`config.mk`:
```
export PLATFORM = sky130hd
export DESIGN_NAME = emb_timer_unit
export DESIGN_NICKNAME = d
export VERILOG_FILES = /design/src/rtl/emb_tmr_pkg.sv /design/src/rtl/tmr_timebase.sv /design/src/rtl/tmr_period_sel.sv /design/src/rtl/tmr_pit.sv /design/src/rtl/tmr_wdog.sv /design/src/rtl/emb_timer_unit.sv
export SDC_FILE = /design/constraint.sdc
export NUM_CORES = 1
export LEC_CHECK = 0
export BUFFER_PORTS_ARGS = -buffer_cell sky130_fd_sc_hd__buf_4
export CAP_MARGIN = 20
export CORE_MARGIN = 3
export CORE_UTILIZATION = 40
export DETAILED_ROUTE_END_ITERATION = 8
export SLEW_MARGIN = 30
export SYNTH_ARGS = -nofsm -noshare
export SYNTH_HDL_FRONTEND = slang
export SYNTH_SLANG_ARGS = --single-unit
export TNS_END_PERCENT = 100
```
`constraint.sdc`:
```
create_clock -name clk -period 3.1 [get_ports clk]
set_input_delay 0.155 -clock clk [delete_from_list [all_inputs] [get_ports clk]]
set_output_delay 0.155 -clock clk [all_outputs]
set_load 0.02 [all_outputs]
```
`src/rtl/emb_tmr_pkg.sv`:
```
package emb_tmr_pkg;
    typedef enum logic [1:0] {
        WD_QUIET   = 2'b00,
        WD_INTONLY = 2'b01,
        WD_ARMED   = 2'b10,
        WD_FIRED   = 2'b11
    } wd_state_e;

    typedef enum logic [1:0] {
        RK_NONE   = 2'd0,
        RK_CORE   = 2'd1,
        RK_CHIP   = 2'd2,
        RK_SYSTEM = 2'd3
    } rst_kind_e;

    localparam int CTL_KEEP_LO = 22;
    localparam int C_WD_PER    = 30;
    localparam int C_WD_RK     = 28;
    localparam int C_WD_IE     = 27;
    localparam int C_PIT_IE    = 26;
    localparam int C_FIT_PER   = 24;
    localparam int C_FIT_IE    = 23;
    localparam int C_PIT_AR    = 22;
    localparam int S_WD_EN     = 31;
    localparam int S_WD_INT    = 30;
    localparam int S_WD_RK     = 28;
    localparam int S_PIT       = 27;
    localparam int S_FIT       = 26;
endpackage

```
`src/rtl/tmr_timebase.sv`:
```
module tmr_timebase #(
    parameter int TB_W = 29
) (
    input  logic            clk,
    input  logic            rst_n,
    input  logic            tick,
    output logic [TB_W-1:0] tb
);
    always_ff @(posedge clk) begin
        if (!rst_n)    tb <= '0;
        else if (tick) tb <= tb + 1'b1;
    end
endmodule

```
`src/rtl/tmr_period_sel.sv`:
```
module tmr_period_sel #(
    parameter int BASE = 9,
    parameter int STEP = 4,
    localparam int KMAX = BASE + 3 * STEP
) (
    input  logic [KMAX-1:0] tb,
    input  logic            tick,
    input  logic [1:0]      sel,
    output logic            ev
);
    logic [3:0] hit;

    for (genvar g = 0; g < 4; g++) begin : g_tap
        localparam int K = BASE + STEP * g;
        assign hit[g] = &tb[K-1:0];
    end

    assign ev = tick & hit[sel];
endmodule

```
`src/rtl/tmr_pit.sv`:
```
module tmr_pit #(
    parameter int PIT_W = 32
) (
    input  logic             clk,
    input  logic             rst_n,
    input  logic             tick,
    input  logic             ld_wr,
    input  logic [PIT_W-1:0] ld_val,
    input  logic             ctl_wr,
    input  logic             ie_new,
    input  logic             ie_cur,
    input  logic             auto_en,
    input  logic             clr_sts,
    input  logic             clr_irq,
    output logic [PIT_W-1:0] count,
    output logic             sts,
    output logic             irq
);
    logic [PIT_W-1:0] reload_q;
    logic             run_q;
    logic             expire;
    logic             ctl_run;

    assign expire  = run_q && tick && (count == PIT_W'(1)) && !ld_wr && !ctl_wr;
    assign ctl_run = (reload_q > PIT_W'(1)) && ie_new;

    always_ff @(posedge clk) begin
        if (!rst_n) begin
            reload_q <= '0;
            count    <= '0;
            run_q    <= 1'b0;
        end else if (ld_wr) begin
            reload_q <= ld_val;
            count    <= ld_val;
            run_q    <= (ld_val > PIT_W'(1)) && ie_cur;
        end else if (ctl_wr) begin
            if (ctl_run && !run_q) count <= reload_q;
            run_q <= ctl_run;
        end else if (expire) begin
            if (auto_en) begin
                count <= reload_q;
            end else begin
                count <= '0;
                run_q <= 1'b0;
            end
        end else if (run_q && tick) begin
            count <= count - 1'b1;
        end
    end

    always_ff @(posedge clk) begin
        if (!rst_n) begin
            sts <= 1'b0;
            irq <= 1'b0;
        end else begin
            sts <= (sts & ~clr_sts) | expire;
            irq <= (irq & ~clr_irq) | (expire & ie_cur);
        end
    end
endmodule

```
`src/rtl/tmr_wdog.sv`:
```
module tmr_wdog
    import emb_tmr_pkg::*;
(
    input  logic       clk,
    input  logic       rst_n,
    input  logic       ev,
    input  logic [1:0] clr_state,
    input  logic [1:0] clr_rk,
    input  logic       irq_en,
    input  logic [1:0] rk_sel,
    output logic [1:0] state_bits,
    output logic [1:0] rk_sts,
    output logic       irq,
    output logic       core_rst,
    output logic       chip_rst,
    output logic       sys_rst
);
    wd_state_e state_q, base_s, next_s;
    logic      raise, fire;

    assign base_s = wd_state_e'(state_q & ~clr_state);

    always_comb begin
        next_s = base_s;
        raise  = 1'b0;
        fire   = 1'b0;
        if (ev) begin
            unique case (base_s)
                WD_QUIET:   next_s = WD_ARMED;
                WD_INTONLY: next_s = WD_FIRED;
                WD_ARMED: begin
                    next_s = WD_FIRED;
                    raise  = 1'b1;
                end
                WD_FIRED: begin
                    next_s = WD_FIRED;
                    fire   = 1'b1;
                end
            endcase
        end
    end

    always_ff @(posedge clk) begin
        if (!rst_n) state_q <= WD_QUIET;
        else        state_q <= next_s;
    end

    always_ff @(posedge clk) begin
        if (!rst_n) begin
            rk_sts   <= RK_NONE;
            irq      <= 1'b0;
            core_rst <= 1'b0;
            chip_rst <= 1'b0;
            sys_rst  <= 1'b0;
        end else begin
            rk_sts   <= fire ? rk_sel : (rk_sts & ~clr_rk);
            irq      <= (irq & ~clr_state[0]) | (raise & irq_en);
            core_rst <= fire && (rk_sel == RK_CORE);
            chip_rst <= fire && (rk_sel == RK_CHIP);
            sys_rst  <= fire && (rk_sel == RK_SYSTEM);
        end
    end

    assign state_bits = state_q;
endmodule

```
`src/rtl/emb_timer_unit.sv`:
```
module emb_timer_unit
    import emb_tmr_pkg::*;
#(
    parameter int PIT_W    = 32,
    parameter int FIT_BASE = 9,
    parameter int FIT_STEP = 4,
    parameter int WDG_BASE = 17,
    parameter int WDG_STEP = 4
) (
    input  logic             clk,
    input  logic             rst_n,
    input  logic             tick,
    input  logic             ctl_wr,
    input  logic             sts_wr,
    input  logic             rld_wr,
    input  logic [31:0]      wdata,
    output logic [31:0]      ctl_q,
    output logic [31:0]      sts_q,
    output logic [PIT_W-1:0] pit_q,
    output logic             fit_irq,
    output logic             pit_irq,
    output logic             wdg_irq,
    output logic             core_rst,
    output logic             chip_rst,
    output logic             sys_rst
);
    localparam int FIT_MAX = FIT_BASE + 3 * FIT_STEP;
    localparam int WDG_MAX = WDG_BASE + 3 * WDG_STEP;
    localparam int TB_W    = (FIT_MAX > WDG_MAX) ? FIT_MAX : WDG_MAX;

    logic [TB_W-1:0] tb;
    logic [9:0]      ctl_r;
    logic [5:0]      clr;
    logic            fit_ev, wdg_ev;
    logic            fit_sts;
    logic            pit_sts;
    logic [1:0]      wd_bits, rk_sts;

    assign clr = sts_wr ? wdata[31:26] : 6'b0;

    always_ff @(posedge clk) begin
        if (!rst_n)      ctl_r <= '0;
        else if (ctl_wr) ctl_r <= wdata[31:CTL_KEEP_LO];
    end
    assign ctl_q = {ctl_r, 22'b0};

    tmr_timebase #(.TB_W(TB_W)) u_tb (
        .clk(clk), .rst_n(rst_n), .tick(tick), .tb(tb)
    );

    tmr_period_sel #(.BASE(FIT_BASE), .STEP(FIT_STEP)) u_fit_sel (
        .tb(tb[FIT_MAX-1:0]), .tick(tick),
        .sel(ctl_q[C_FIT_PER+1:C_FIT_PER]), .ev(fit_ev)
    );

    tmr_period_sel #(.BASE(WDG_BASE), .STEP(WDG_STEP)) u_wdg_sel (
        .tb(tb[WDG_MAX-1:0]), .tick(tick),
        .sel(ctl_q[C_WD_PER+1:C_WD_PER]), .ev(wdg_ev)
    );

    always_ff @(posedge clk) begin
        if (!rst_n) begin
            fit_sts <= 1'b0;
            fit_irq <= 1'b0;
        end else begin
            fit_sts <= (fit_sts & ~clr[S_FIT-26]) | fit_ev;
            fit_irq <= (fit_irq & ~clr[S_FIT-26]) | (fit_ev & ctl_q[C_FIT_IE]);
        end
    end

    tmr_pit #(.PIT_W(PIT_W)) u_pit (
        .clk(clk), .rst_n(rst_n), .tick(tick),
        .ld_wr(rld_wr), .ld_val(wdata[PIT_W-1:0]),
        .ctl_wr(ctl_wr), .ie_new(wdata[C_PIT_IE]),
        .ie_cur(ctl_q[C_PIT_IE]), .auto_en(ctl_q[C_PIT_AR]),
        .clr_sts(clr[S_PIT-26]), .clr_irq(clr[S_WD_EN-26]),
        .count(pit_q), .sts(pit_sts), .irq(pit_irq)
    );

    tmr_wdog u_wdog (
        .clk(clk), .rst_n(rst_n), .ev(wdg_ev),
        .clr_state(clr[5:4]), .clr_rk(clr[3:2]),
        .irq_en(ctl_q[C_WD_IE]), .rk_sel(ctl_q[C_WD_RK+1:C_WD_RK]),
        .state_bits(wd_bits), .rk_sts(rk_sts), .irq(wdg_irq),
        .core_rst(core_rst), .chip_rst(chip_rst), .sys_rst(sys_rst)
    );

    assign sts_q = {wd_bits, rk_sts, pit_sts, fit_sts, 26'b0};
endmodule

```
==> results.json <==
{
  "period_minus_slack_ps": 2770,
  "required_ps": 3400,
  "first_global_vias": 5583,
  "die_w_um": 135,
  "clock-sinks": 116,
  "fmax_mhz": 361,
  "routedWlPerCell_um": 17.2,
  "synth_top_area_cell": "dfxtp_1",
  "vias_per_cell": 5.41,
  "clk_pin_slew_ps": 60,
  "layout-drive-gt1-share_pct": 16.9,
  "cts_buffer_depth": 2,
  "ir_drop_v": 0.000413,
  "cts_made_buffers": 17,
  "synth_edf_count": 0,
  "power_density_nw_per_um2": 555,
  "p_switching_mw": 1.27,
  "drcViolationCount": 0,
  "first_pass_iters": 5,
  "power.share.clock_pct": 45.6,
  "initial_core_util_pct": 41.3,
  "tightest_slew_ps": 935,
  "grtUsageTotal_pct": 20.8,
  "gp_congestion": 0.856,
  "ys.flop_type": "dfxtp_1",
  "cts_resized": 0,
  "synth.most_common_cell": "dfxtp_1",
  "setup_viol": 0,
  "power.internal_mw": 3.14,
  "hold_violations": 0,
  "ys_types": 59,
  "diodes": 0,
  "fin_cells": 1093,
  "yosysTopAreaCellShare_pct": 35.0,
  "status": "completed",
  "die_height_um": 135,
  "final_net_count": 907,
  "cts-htree-levels": 4,
  "antenna_left": 0,
  "avgSynthCellArea_um2": 8.42,
  "netlist_instances": 788,
  "p_seq_share_pct": 38.1,
  "drtIter0Drc": 367,
  "hold_path.class": "in2reg",
  "n_fill_cell": 1583,
  "synth_warnings": 0,
  "clk_latency_ps": 430,
  "critPathKind": "reg2reg",
  "cts_tree": "built",
  "syn_to_final_growth_pct": 19.9,
  "antenna_found_initial": 0,
  "max-cap-violations": 0,
  "synthTopCellsByArea": "dfxtp_1, mux2i_1, buf_4",
  "synth_common_cells": "dfxtp_1, buf_4, mux2i_1",
  "p_leak_nw": 3.20,
  "fin_skew_ps": 8.99,
  "dp_cells": 1059,
  "critPathArrivalTime_ps": 3070,
  "placeableCoreArea_um2": 16100,
  "power_frac_comb_pct": 16.3,
  "relSlewSlack_pct": 37.6,
  "cts_setup_buffers": 0,
  "sw_frac_of_total_pct": 28.8,
  "grt_pass1_wl_um": 29900,
  "cts_root_buffer": "clkbuf_16",
  "syn_area_um2": 6630,
  "path_max_fanout": 9,
  "maxSlewViolCount": 0,
  "grt_overflow": 0,
  "yosysSeqAreaShare_pct": 35.0,
  "seq_area_um2": 2320,
  "async_flop_share_pct": 0,
  "dp.final_hpwl_um": 13200,
  "endpoint_kind": "flop",
  "finalSetupTns_ps": 0,
  "rsz0062_at_grt": "no",
  "die-area_um2": 18200,
  "drt_wl_total_um": 18800,
  "multi_input_area_um2": 3860,
  "synth_seq_cells": 116,
  "num_vias": 5908,
  "fin_crit_sh_pct": 89.3,
  "io_pins": 140,
  "grt_max_degree": 97,
  "fp-row-count": 46,
  "startpoint_type": "flop",
  "io_buffers": 91
}
==> kinds of logic (layout without fill, tap and decap cells) <==
group	Yosys count	in the layout	synth area share (%)
other cells	1	48	0.0565
fa+ha+maj	5	5	0.943
flops	116	116	35.0
mux	54	54	8.15
compound gates	166	166	16.1
buf+inv	114	156	9.72
xor+xnor	44	44	5.81
simple gates	288	288	24.3
==> registers in the layout (all words and copies together) (netlist names), 2 cells and up <==
register and count:
ctl_r 10, u_pit.count 32, u_pit.reload_q 32, u_tb.tb 29, u_wdog.rk_sts 2, u_wdog.state_bits 2
==> what timing repair did <==
action	CTS	global route
endpoints found under the setup margin	0	0
hold buffers	2	0
endpoints found under the hold margin	2	0
==> per-layer routing <==
metal	vias up	global-route usage, %	wire length [µm]
li1	2923	-	-
met1	2775	28.1	8760
met2	194	32.7	8550
met3	16	5.96	1190
met4	0	5.71	278
met5	-	0	0
==> power by group through the flow <==
stage / Clock, mW / Sequential, mW / Combinational [mW]
after CTS: 2.04 / 1.68 / 0.719
final: 2.01 / 1.68 / 0.718
after global routing: 2.12 / 1.70 / 0.788
after floorplan: 0 / 1.72 / 0.481
after detailed placement: 0 / 1.71 / 0.714
after global placement: 0 / 1.71 / 0.712
==> stage by stage <==
step / setup WS (ps) / hold WS (ps) / total power, mW / area [µm²] / utilization [%]
final: 332 / 13.7 / 4.41 / 7950 / 49.5
after detailed placement: 388 / 445 / 2.43 / 7330 / 45.7
after CTS: 375 / 3.09 / 4.44 / 7950 / 49.5
after global placement: 455 / 438 / 2.42 / 7330 / 45.7
after global routing: 145 / 14.1 / 4.60 / 7950 / 49.5
after floorplan: 621 / 325 / 2.20 / 6810 / -
==> critical path, stage by stage, from the launching register on <==
cell and delay [ps]:
dfxtp_1 360, or4_1 550, or3_1 400, and4bb_1 530
buf_4 260, mux2i_1 110, a222oi_1 320, a21oi_1 110
==> final cells by class <==
class                           instances  area share (%)
Multi-Input combinational cell        605            48.5
Sequential cell                       116            29.2
Timing Repair Buffer                  112            10.8
Clock buffer                           19            5.57
Tap cell                              216            3.40
Clock inverter                         13            2.00
Inverter                               12           0.566
==> path summary, 6_finish.rpt <==
kind                                     start                               to  slack (ps)  cells past startpoint
setup / recovery  u_pit.count[24]$_SDFFE_PN0P_      u_pit.count[2]$_SDFFE_PN0P_         330                      7
hold / removal                       wdata[13]  u_pit.reload_q[13]$_SDFFE_PN0P_          10                      3
setup reg to reg  u_pit.count[24]$_SDFFE_PN0P_      u_pit.count[2]$_SDFFE_PN0P_         330                      7
hold reg to reg          u_wdog.irq$_SDFF_PN0_            u_wdog.irq$_SDFF_PN0_         480                      2
==> placed cells by master, fill, tap and decap left out, types with 13 or more instances in the layout <==
master     count
dfxtp_1      116
buf_4        109
mux2i_1       54
nand2_1       53
nor2b_1       49
conb_1        48
o21ai_0       43
nor4_1        31
a21oi_1       26
nor2_1        23
nand3_1       23
xnor2_1       23
a31oi_1       22
xor2_1        21
nand4_1       20
and2_1        20
a22oi_1       17
clkbuf_16     17
nor3_1        16
and3_1        13
a222oi_1      13
Power figures use the tool's default switching activity.
